--- config.mk ---
export PLATFORM = sky130hd
export DESIGN_NAME = rx_trig_fifo
export DESIGN_NICKNAME = d
export VERILOG_FILES = /design/src/rtl/rxq_pkg.sv /design/src/rtl/rxq_store.sv /design/src/rtl/rxq_timer.sv /design/src/rtl/rxq_flag.sv /design/src/rtl/rx_trig_fifo.sv
export SDC_FILE = /design/constraint.sdc
export NUM_CORES = 1
export LEC_CHECK = 0
export BUFFER_PORTS_ARGS = -buffer_cell sky130_fd_sc_hd__buf_2
export CAP_MARGIN = 20
export CORE_UTILIZATION = 65
export DETAILED_ROUTE_END_ITERATION = 6
export PLACE_DENSITY = 0.91
export SYNTH_ARGS = -nofsm -noshare
export SYNTH_HDL_FRONTEND = slang
export SYNTH_SLANG_ARGS = --single-unit
--- constraint.sdc ---
create_clock -name clk -period 8.4 [get_ports clk]
set_clock_uncertainty 0.05 [all_clocks]
set_input_delay 0.42 -clock clk [delete_from_list [all_inputs] [get_ports clk]]
set_output_delay 0.42 -clock clk [all_outputs]
set_load 0.05 [all_outputs]
--- src/rtl/rxq_pkg.sv ---
package rxq_pkg;

    localparam int SEL_W = 2;

    typedef struct packed {
        logic push;
        logic pop;
        logic clr;
    } rxq_op_t;

    typedef enum logic {
        TMR_IDLE = 1'b0,
        TMR_RUN  = 1'b1
    } tmr_state_t;

    function automatic int trig_level(input logic [SEL_W-1:0] sel);
        case (sel)
            2'd0:    return 1;
            2'd1:    return 4;
            2'd2:    return 8;
            default: return 14;
        endcase
    endfunction

endpackage

--- src/rtl/rxq_store.sv ---
module rxq_store
    import rxq_pkg::*;
#(
    parameter int DEPTH  = 16,
    parameter int DATA_W = 8,
    localparam int PTR_W = $clog2(DEPTH),
    localparam int CNT_W = $clog2(DEPTH + 1)
) (
    input  logic              clk,
    input  logic              rst,
    input  rxq_op_t           req,
    input  logic [DATA_W-1:0] din,
    output logic              acc_push,
    output logic              acc_pop,
    output logic [CNT_W-1:0]  cnt_q,
    output logic [CNT_W-1:0]  cnt_nxt,
    output logic [DATA_W-1:0] dout
);
    logic [DATA_W-1:0] mem [DEPTH];
    logic [PTR_W-1:0]  head_q, tail_q;

    function automatic logic [PTR_W-1:0] bump(input logic [PTR_W-1:0] p);
        return (p == PTR_W'(DEPTH - 1)) ? '0 : p + 1'b1;
    endfunction

    assign acc_push = req.push && !req.clr && (cnt_q != CNT_W'(DEPTH));
    assign acc_pop  = req.pop  && !req.clr && (cnt_q != '0);

    always_comb begin
        cnt_nxt = cnt_q;
        if (req.clr)
            cnt_nxt = '0;
        else if (acc_push && !acc_pop)
            cnt_nxt = cnt_q + 1'b1;
        else if (acc_pop && !acc_push)
            cnt_nxt = cnt_q - 1'b1;
    end

    always_ff @(posedge clk) begin
        if (rst || req.clr) begin
            head_q <= '0;
            tail_q <= '0;
            cnt_q  <= '0;
        end else begin
            cnt_q <= cnt_nxt;
            if (acc_push) head_q <= bump(head_q);
            if (acc_pop)  tail_q <= bump(tail_q);
        end
    end

    for (genvar e = 0; e < DEPTH; e++) begin : g_slot
        always_ff @(posedge clk) begin
            if (acc_push && head_q == PTR_W'(e))
                mem[e] <= din;
        end
    end

    assign dout = (cnt_q == '0) ? '0 : mem[tail_q];
endmodule

--- src/rtl/rxq_timer.sv ---
module rxq_timer
    import rxq_pkg::*;
#(
    parameter int TMO_CHARS = 15,
    localparam int TW = $clog2(TMO_CHARS + 1)
) (
    input  logic clk,
    input  logic rst,
    input  logic restart,
    input  logic cancel,
    input  logic tick,
    output logic expire
);
    tmr_state_t st_q;
    logic [TW-1:0] ticks_q;

    assign expire = (st_q == TMR_RUN) && !restart && !cancel && tick
                    && (ticks_q == TW'(TMO_CHARS - 1));

    always_ff @(posedge clk) begin
        if (rst) begin
            st_q    <= TMR_IDLE;
            ticks_q <= '0;
        end else if (restart) begin
            st_q    <= TMR_RUN;
            ticks_q <= '0;
        end else if (cancel || expire) begin
            st_q    <= TMR_IDLE;
            ticks_q <= '0;
        end else if (st_q == TMR_RUN && tick) begin
            ticks_q <= ticks_q + 1'b1;
        end
    end
endmodule

--- src/rtl/rxq_flag.sv ---
module rxq_flag
    import rxq_pkg::*;
#(
    parameter int CNT_W = 5
) (
    input  logic             clk,
    input  logic             rst,
    input  logic             acc_push,
    input  logic             acc_pop,
    input  logic [CNT_W-1:0] cnt_nxt,
    input  logic [SEL_W-1:0] trig_sel,
    input  logic             rie,
    input  logic             expire,
    output logic             restart,
    output logic             cancel,
    output logic             full_q,
    output logic             irq_q
);
    logic at_trig;
    logic full_d, irq_d;

    assign at_trig = int'(cnt_nxt) >= trig_level(trig_sel);
    assign restart = acc_push && !at_trig;
    assign cancel  = acc_push && at_trig && rie;

    always_comb begin
        full_d = full_q;
        if (acc_push && at_trig) full_d = 1'b1;
        if (acc_pop && !at_trig) full_d = 1'b0;
        if (expire)              full_d = 1'b1;
        irq_d = irq_q;
        if (((acc_push && at_trig) || expire) && rie) irq_d = 1'b1;
        if (!rie) irq_d = 1'b0;
    end

    always_ff @(posedge clk) begin
        if (rst) begin
            full_q <= 1'b0;
            irq_q  <= 1'b0;
        end else begin
            full_q <= full_d;
            irq_q  <= irq_d;
        end
    end
endmodule

--- src/rtl/rx_trig_fifo.sv ---
module rx_trig_fifo
    import rxq_pkg::*;
#(
    parameter int DEPTH     = 16,
    parameter int DATA_W    = 8,
    parameter int TMO_CHARS = 15,
    localparam int CNT_W    = $clog2(DEPTH + 1)
) (
    input  logic              clk,
    input  logic              rst,
    input  logic              byte_vld,
    input  logic [DATA_W-1:0] byte_in,
    input  logic              rd_pop,
    input  logic              fifo_clr,
    input  logic [SEL_W-1:0]  trig_sel,
    input  logic              rx_en,
    input  logic              rie,
    input  logic              char_tick,
    output logic [DATA_W-1:0] rd_data,
    output logic [CNT_W-1:0]  level,
    output logic              data_full,
    output logic              rx_irq
);
    rxq_op_t          op;
    logic             acc_push, acc_pop;
    logic [CNT_W-1:0] cnt_nxt;
    logic             restart, cancel, expire;

    assign op = '{push: byte_vld && rx_en, pop: rd_pop, clr: fifo_clr};

    rxq_store #(.DEPTH(DEPTH), .DATA_W(DATA_W)) u_store (
        .clk(clk), .rst(rst), .req(op), .din(byte_in),
        .acc_push(acc_push), .acc_pop(acc_pop),
        .cnt_q(level), .cnt_nxt(cnt_nxt), .dout(rd_data)
    );

    rxq_flag #(.CNT_W(CNT_W)) u_flag (
        .clk(clk), .rst(rst), .acc_push(acc_push), .acc_pop(acc_pop),
        .cnt_nxt(cnt_nxt), .trig_sel(trig_sel), .rie(rie), .expire(expire),
        .restart(restart), .cancel(cancel), .full_q(data_full), .irq_q(rx_irq)
    );

    rxq_timer #(.TMO_CHARS(TMO_CHARS)) u_timer (
        .clk(clk), .rst(rst), .restart(restart), .cancel(cancel),
        .tick(char_tick), .expire(expire)
    );
endmodule

# After elaboration in Yosys (flattened, before gate mapping)
# Memories as Yosys holds them, arrays and structs flattened. A register that Yosys moved wholly into a read port is not among the register bits.
# Index checks and enable logic that the tools add are counted.
# Widths: inputs -> output; s select.
# totals
ramBits	128
word_cells	191
input_bits	18
n_memories	1
out_inout_bits	15
reg_bits	20
# mem_list
memory	words	word_bits	rd	rd_clocked_by_memory_dff	wr	line	source
u_store.mem	16	8	1	1	1	rxq_store.sv:19	logic [DATA_W-1:0] mem [DEPTH];
# classes
reduce_logical	65
eq_ne	20
magnitude_cmp	1
bitwise_logic	1
mux	91
addsub	5
# ops
cell	n
$mux 8	16
$reduce_or 8->1	15
$mux 4	19
$mux 1	52
$eq 4x4->1 const B	10
$logic_and 1x1->1	33
$eq 4x3->1 const B	4
$mux 5	3
$add 4x1->4 const B	3
$pmux 4 s3	1
$eq 4x2->1 const B	2
$logic_not 1->1	6
$add 5x1->5 const B	1
$ge 5x4->1	1
$logic_not 5->1	1
$ne 5x5->1 const B	1
$reduce_bool 5->1	1
$sub 5x1->5 const B	1
$eq 4x1->1 const B	1
$logic_not 4->1	1
$logic_or 1x1->1	3
$reduce_bool 3->1	1
$reduce_or 3->1	1
$eq 2x1->1 const B	1
other kinds (5)	5

# Logic depth before layout (Yosys ltp)
# Gate-level depths: netlist of the first run.
# depth
ltp_word	22
ltp_mapped	14
depth_no_buf	13

# Hierarchy
# A second synthesis of the first run with hierarchy kept.
# hier_totals
cells_unflattened	404
hier_area_um2	6546.3
# by_module_without_submodules
module	cells_each	area_each_um2	seq_area_each_um2	n_inst
rxq_store	346	6048.3	4184.0	1
rxq_timer	33	274.0	100.1	1
rxq_flag	24	217.7	40.0	1
rx_trig_fifo	1	6.3	0.0	1

# Worst setup path after synthesis of the first run
# OpenSTA, ideal clock, no wires.
# synth_timing
path_kind	flip-flop to flip-flop
startpoint	reg u_store.cnt_q[0]
endpoint	reg u_timer.st_q
synth_period_minus_slack_ns	3.206
path_stages_with_launch	14
path_buffers	0
path_slack_ns	5.194
setup_ns	0.070
required_time_ns	8.280
arrival_time_ns	3.087
cell_sequence	dfxtp_1 inv_1 ha_1 nor4b_1 o211ai_1 a2bb2o_1 xnor2_1 nor2_1 ha_1 o21a_1 nor2_1 a21oi_1 or3_1 a21oi_1
# synth_via
elab_chain_len	17
word_cells_on_any_way	27
cone_classes	add/sub: 2; order compare: 1; eq/ne: 1; mux: 4; reduce/logical: 19
# synth_lines
element	line	source
start: declaration	rxq_store.sv:15	output logic [CNT_W-1:0] cnt_q,
start signal: assignment	rxq_store.sv:45	cnt_q <= cnt_nxt;
branches (longest 5 deep; another with $sub 5x1->5)	--	
$mux 5 (*)	rxq_store.sv:33	else if (acc_push && !acc_pop)
$mux 5 (*)	rxq_store.sv:31	if (req.clr)
net cnt_nxt[2]	rx_trig_fifo.sv:26	logic [CNT_W-1:0] cnt_nxt;
$ge 5x4->1 (*)	rxq_flag.sv:22	assign at_trig = int'(cnt_nxt) >= trig_level(trig_sel);
$logic_not 1->1	rxq_flag.sv:23	assign restart = acc_push && !at_trig;
$logic_and 1x1->1	rxq_flag.sv:23	
$logic_not 1->1	rxq_timer.sv:17	assign expire = (st_q == TMR_RUN) && !restart && !cancel && tick
$logic_and 1x1->1 (3 in a row)	rxq_timer.sv:17	
$logic_and 1x1->1	rxq_timer.sv:18	&& (ticks_q == TW'(TMO_CHARS - 1));
$logic_or 1x1->1	rxq_timer.sv:27	end else if (cancel || expire) begin
$reduce_bool 2->1 (no source line)	--	
end signal: assignment	rxq_timer.sv:22	st_q <= TMR_IDLE;
end signal: assignment	rxq_timer.sv:25	st_q <= TMR_RUN;
end signal: assignment	rxq_timer.sv:28	st_q <= TMR_IDLE;
end: declaration	rxq_timer.sv:14	tmr_state_t st_q;
# Mark *: on every way through the listed nets, which the timed path passes.
# A chain may end at the register's enable or synchronous reset.

# Final worst setup path of the first run
# layout_timing
startpoint	reg u_store.cnt_q[0]
endpoint	out rd_data[7]
# layout_via
elab_chain_len	2
# layout_lines
element	line	source
$logic_not 5->1	rxq_store.sv:58	assign dout = (cnt_q == '0) ? '0 : mem[tail_q];
$mux 8	rxq_store.sv:58	
end: declaration	rx_trig_fifo.sv:19	output logic [DATA_W-1:0] rd_data,
# No other way between the ends.

==> impl_metrics.json, run 1 <==
{
  "status": "finished, final reports clean",
  "syn_area_um2": 6280,
  "grt-busiest-layer": "met2",
  "track_usage_pct": 29.0,
  "critPathLaunch": "u_store.cnt_q[0]",
  "drive_above_1_share_pct": 25.4,
  "wirelength_um": 13200,
  "core_area_um2": 9280,
  "synth_area_per_cell_um2": 17.1,
  "synth_flop_cell": "edfxtp_1",
  "yosysUniqueCellTypes": 47,
  "grt_antenna_before_repair": 0,
  "period_needed_ps": 3380,
  "power.leakage_nw": 2.33,
  "wire_per_inst_um": 24.1,
  "period_share_pct": 40.2,
  "min_from": "rst",
  "critical_path_required_ps": 7930,
  "cp-start-kind": "register",
  "post_cts_resized": 0,
  "grtUsageMet3_pct": 6.82,
  "yosysWarnings": 0,
  "fin_area_um2": 7090,
  "grt_first_pass_wirelength_um": 20100,
  "fin_cells": 547,
  "drtIter0Drc": 242,
  "syn-num-nets": 399,
  "yosysSeqAreaShare_pct": 68.9,
  "use_met2_pct": 47.6,
  "place_congestion": 0.813,
  "cp_max_fo": 8,
  "slew_headroom_pct": 24.7,
  "pin_count": 33,
  "drv_cap": 0,
  "use_met1_pct": 35.9,
  "fillers": 500,
  "r2r-start": "u_store.cnt_q[0]",
  "rows": 35,
  "ir_drop_v": 0.000121,
  "via_per_inst": 6.39,
  "path_class": "register to output pin",
  "layout_setup_ws_ps": 5020,
  "power_density_nw_per_um2": 219,
  "cts_setup_buffers": 0,
  "grt_max_degree": 33,
  "cp_cell_sequence": "inv_1 > ha_1 > or3b_2 > o21ai_1 > o22ai_1 > buf_2",
  "vias": 3497,
  "place_ws_ps": 5130,
  "placed_cell_area_um2": 6560,
  "start_util_pct": 67.6,
  "n_antenna_cell": 0,
  "hp-class": "input pin to register",
  "io_buffers": 32,
  "tightest_slew_ps": 1130,
  "post-route-drc-count": 0,
  "fmax_mhz": 296,
  "synth_top_area_share_pct": 61.2,
  "cts_max_level": 4,
  "final.setup.tns_ps": 0,
  "grt.overflow.total": 0,
  "clock-root-buffer": "clkbuf_8",
  "clock_latency_ps": 520,
  "clock-sinks": 152,
  "ys_seq_elements": 152,
  "cts_tree": "built",
  "hold_buffers": 0,
  "syn2layout_area_growth_pct": 12.8,
  "die_area_um2": 10100,
  "synth_most_common_cell": "edfxtp_1",
  "hold_violations": 0,
  "synthCells": 368,
  "fp.dieW_um": 100,
  "setup_violations": 0,
  "clockBufferDepth": 2,
  "reg2regPathDepth": 13,
  "synth-async-reset-ratio_pct": 0,
  "yosysTopAreaCell": "edfxtp_1",
  "synth_area_leaders": "edfxtp_1 61%, mux4_2 11%, dfxtp_1 7.7%",
  "slowest_stage": "o21ai_1",
  "synth_edf_count": 128,
  "cts_buffers": 17,
  "dp.cells": 516,
  "synth_common_cells": "128 x edfxtp_1, 32 x mux4_2, 24 x dfxtp_1",
  "fp.dieH_um": 100,
  "grt_setup_unrepaired": "no",
  "crit_arrival_ps": 2910,
  "worst_hold_path.num_cells": 2,
  "grt_pass1_vias": 3549,
  "drt_first_pass_iters": 5,
  "hpwl_um": 7670,
  "slowest_delay_ps": 700,
  "final_nets": 437,
  "critPathCaptureType": "output pin",
  "slew_violations": 0,
  "ant_nets": 0,
  "clk_pin_slew_worst_paths_ps": 60
}
==> per-stage QoR <==
| stage | utilization (%) | hold slack, ps | total power [mW] |
|---|---|---|---|
| 2_1_floorplan | - | 387 | 0.868 |
| 3_3_place_gp | 70.6 | 376 | 0.886 |
| 3_5_place_dp | 70.6 | 389 | 0.890 |
| 4_1_cts | 76.3 | 54.8 | 1.56 |
| 5_1_grt | 76.3 | 63.2 | 1.59 |
| 6_report | 76.3 | 79.1 | 1.55 |
==> cells by family (layout without fill, tap and decap cells) <==
logic type | count (synthesis) | in the layout | synth area share [%]
simple gates | 77 | 77 | 6.81
fa+ha+maj | 13 | 13 | 2.59
compound gates | 40 | 40 | 4.16
flops | 152 | 152 | 68.9
buf+inv | 25 | 75 | 1.57
xor+xnor | 9 | 9 | 1.26
mux | 52 | 52 | 14.7
==> cell type report <==
type | count | area, µm² | area share, %
multi-input combinational | 191 | 1860 | 26.2
clock buffer | 17 | 414 | 5.84
clock inverter | 14 | 114 | 1.61
sequential | 152 | 4330 | 61.1
tap | 129 | 161 | 2.28
inverter | 10 | 37.5 | 0.530
timing repair buffer | 34 | 175 | 2.47
==> where the power goes <==
| part | internal, mW | switching [mW] | total (mW) |
|---|---|---|---|
| combinational | 0.0165 | 0.0375 | 0.0540 |
| sequential | 0.819 | 0.00212 | 0.821 |
| clock | 0.368 | 0.306 | 0.674 |
==> state kept, by name, summed over array words and instances (netlist names), named ones only <==
name,flops
u_store.mem,128
u_store.cnt_q,5
u_store.head_q,4
u_store.tail_q,4
u_timer.ticks_q,4
u_flag.full_q,1
u_flag.irq_q,1
u_timer.st_q,1
==> worst max-delay path: cells and delay by family, from the launching register on <==
kind	cells	cell delay, ps
buf+inv	2	380
flops	1	340
simple gates	1	480
compound gates	2	1000
fa+ha+maj	1	190
==> cells in the final DEF (no fill, tap or decap), types with 5 or more instances in the layout <==
cell,n
o22ai_1,8
mux2i_1,19
xor2_1,5
ha_1,13
inv_1,9
nor3_1,5
buf_2,32
and2_1,10
dfxtp_1,22
a21oi_1,12
edfxtp_1,128
clkbuf_16,16
nor2_1,20
nand2_1,16
mux4_2,32
inv_6,7
==> routing by layer <==
layer | share of wire, % | vias to the layer above | wire [µm]
li1 | - | 1532 | -
met5 | 0 | - | 0
met2 | 51 | 188 | 6670
met1 | 38 | 1740 | 5000
met3 | 7.0 | 37 | 925
met4 | 4.5 | 0 | 590
==> final timing paths <==
kind	slack, ps	endpoint
hold reg to reg	400	u_flag.irq_q
hold / removal	80	u_flag.full_q
setup reg to reg	5090	u_timer.ticks_q[1]
setup / recovery	5020	rd_data[7]
Power figures use the tool's default switching activity.
==> inputs of run 2 (changes only) <==
--- a/config.mk
+++ b/config.mk
@@ -7,9 +7,9 @@
 export LEC_CHECK = 0
 export BUFFER_PORTS_ARGS = -buffer_cell sky130_fd_sc_hd__buf_2
 export CAP_MARGIN = 20
-export CORE_UTILIZATION = 65
+export CORE_UTILIZATION = 60
 export DETAILED_ROUTE_END_ITERATION = 6
-export PLACE_DENSITY = 0.91
+export PLACE_DENSITY = 0.85
 export SYNTH_ARGS = -nofsm -noshare
 export SYNTH_HDL_FRONTEND = slang
 export SYNTH_SLANG_ARGS = --single-unit
==> constraint.sdc (replaced) <==
create_clock -name clk -period 3.5 [get_ports clk]
set_clock_uncertainty 0.05 [all_clocks]
set_input_delay 0.175 -clock clk [delete_from_list [all_inputs] [get_ports clk]]
set_output_delay 0.175 -clock clk [all_outputs]
set_load 0.05 [all_outputs]
==> impl_metrics.json, run 2 (synthesis results as in run 1) <==
{
  "ant_nets": 0,
  "power.leakage_nw": 2.41,
  "worst_hold_path.num_cells": 4,
  "post-route-drc-count": 0,
  "drv_cap": 0,
  "setup_violations": 0,
  "hold_violations": 0,
  "clock_latency_ps": 530,
  "clockBufferDepth": 2,
  "fp.dieW_um": 104,
  "reg2regPathDepth": 13,
  "grt_max_degree": 33,
  "tightest_slew_ps": 974,
  "die_area_um2": 10900,
  "core_area_um2": 9950,
  "place_ws_ps": 152,
  "grt_pass1_vias": 3586,
  "critPathCaptureType": "register",
  "hpwl_um": 7580,
  "regArea_um2": 4330,
  "fmax_mhz": 322,
  "fp.dieH_um": 104,
  "regMostFlops": "u_store.mem",
  "timing.rr.end": "u_timer.ticks_q[0]",
  "grt_first_pass_wirelength_um": 19900,
  "power_density_nw_per_um2": 520,
  "clock-sinks": 152,
  "slew_violations": 0,
  "multiInputGateArea_um2": 1860,
  "top_regs": "u_store.mem x128, u_store.cnt_q x5",
  "grt_antenna_before_repair": 0,
  "grt_setup_unrepaired": "no",
  "via_per_inst": 6.19,
  "drtIter0Drc": 282,
  "cp_max_fo": 5,
  "wirelength_um": 13000,
  "wire_per_inst_um": 23.0,
  "final_nets": 451,
  "r2r-start": "u_store.cnt_q[0]",
  "pin_count": 33,
  "place_congestion": 0.822,
  "period_needed_ps": 3100,
  "crit_arrival_ps": 3450,
  "r2r_slack_ps": 400,
  "track_usage_pct": 25.8,
  "final_cell_mix": "128 x edfxtp_1, 32 x mux4_2, 32 x buf_2",
  "syn2layout_area_growth_pct": 15.2,
  "hp-class": "input pin to register",
  "ir_drop_v": 0.000302,
  "slew_headroom_pct": 34.9,
  "cp-start-kind": "register",
  "cts_tree": "built",
  "clock-root-buffer": "clkbuf_8",
  "rows": 36,
  "fillers": 568,
  "status": "finished, final reports clean",
  "clk_pin_slew_worst_paths_ps": 60,
  "drive_above_1_share_pct": 24.2,
  "path_class": "register to register",
  "cts_setup_buffers": 0,
  "endpoint": "u_timer.ticks_q[0]",
  "critPathLaunch": "u_store.cnt_q[0]",
  "largest_reg_flops": 128,
  "final.setup.tns_ps": 0,
  "fin_area_um2": 7230,
  "cts_max_level": 4,
  "grt.overflow.total": 0,
  "vias": 3511,
  "cts_buffers": 17,
  "period_share_pct": 88.7,
  "start_util_pct": 63.1,
  "layout_commonest_cell": "edfxtp_1",
  "io_buffers": 32,
  "placed_cell_area_um2": 6590,
  "critical_path_required_ps": 3840,
  "drt_first_pass_iters": 5,
  "layout_setup_ws_ps": 396
}
-- run 2: changes by cell type in the layout (fill, tap and decap cells not counted), sizes merged --
cell and delta:
inv -7, dlygate4sd3 +10, buf +4, diode +1
clkbuf +2, clkinvlp -2, clkinv +6, bufinv +2
-- run 2: worst max-delay path: stages (launching register included) --
cell and delay (ps):
dfxtp_1 410, inv_1 100, ha_1 250, nor4b_2 200
o211ai_1 310, a2bb2o_1 320, xnor2_1 190, nor2_1 60
ha_1 290, o21a_1 180, nor2_1 80, a21oi_1 80
a2bb2oi_1 320, a21oi_1 120
-- run 2: power breakdown --
part / switching, mW / internal [mW] / total (mW)
Sequential: 0.00509 / 1.97 / 1.97
Combinational: 0.0886 / 0.0479 / 0.136
Clock: 0.660 / 0.993 / 1.65
Total: 0.753 / 3.01 / 3.76
-- run 2: final cells by class --
type / instances / share of cell area (%)
diodes: 1 / 0.0346
clock buffers: 19 / 5.83
clock inverters: 13 / 1.54
inverters: 10 / 0.519
multi-input cells: 191 / 25.8
flip-flops and latches: 152 / 59.8
well taps: 133 / 2.30
repair buffers: 48 / 4.22
-- run 2: metrics by stage --
step | instances | hold WS [ps] | total power, mW | util (%)
6_report | 567 | 51.1 | 3.76 | 72.7
3_5_place_dp | 524 | 357 | 2.14 | 66.2
2_1_floorplan | 368 | 194 | 2.08 | -
4_1_cts | 566 | 27.9 | 3.78 | 72.6
3_3_place_gp | 524 | 348 | 2.13 | 66.2
5_1_grt | 566 | 56.2 | 3.86 | 72.6
-- run 2: metal layers --
layer  track usage (%)  share of wire [%]
met5                 0                  0
met4              10.2                1.6
met3              6.45                5.9
met2              44.4                 54
met1              31.2                 39
-- run 2: worst min-delay path by stage --
stage / start / to
floorplan: rst / u_flag.full_q
finish: rd_pop / u_store.cnt_q[4]
detailed placement: rst / u_timer.st_q
global route: rd_pop / u_store.cnt_q[4]
CTS: rd_pop / u_store.cnt_q[4]
global placement: rst / u_timer.st_q
-- run 2: repair_timing --
| action | 4_1_cts | 5_1_grt |
|---|---|---|
| endpoints found under the hold margin | 135 | 0 |
| hold buffers | 10 | 0 |
| endpoints found under the setup margin | 0 | 7 |
| gates resized for setup | 0 | 1 |
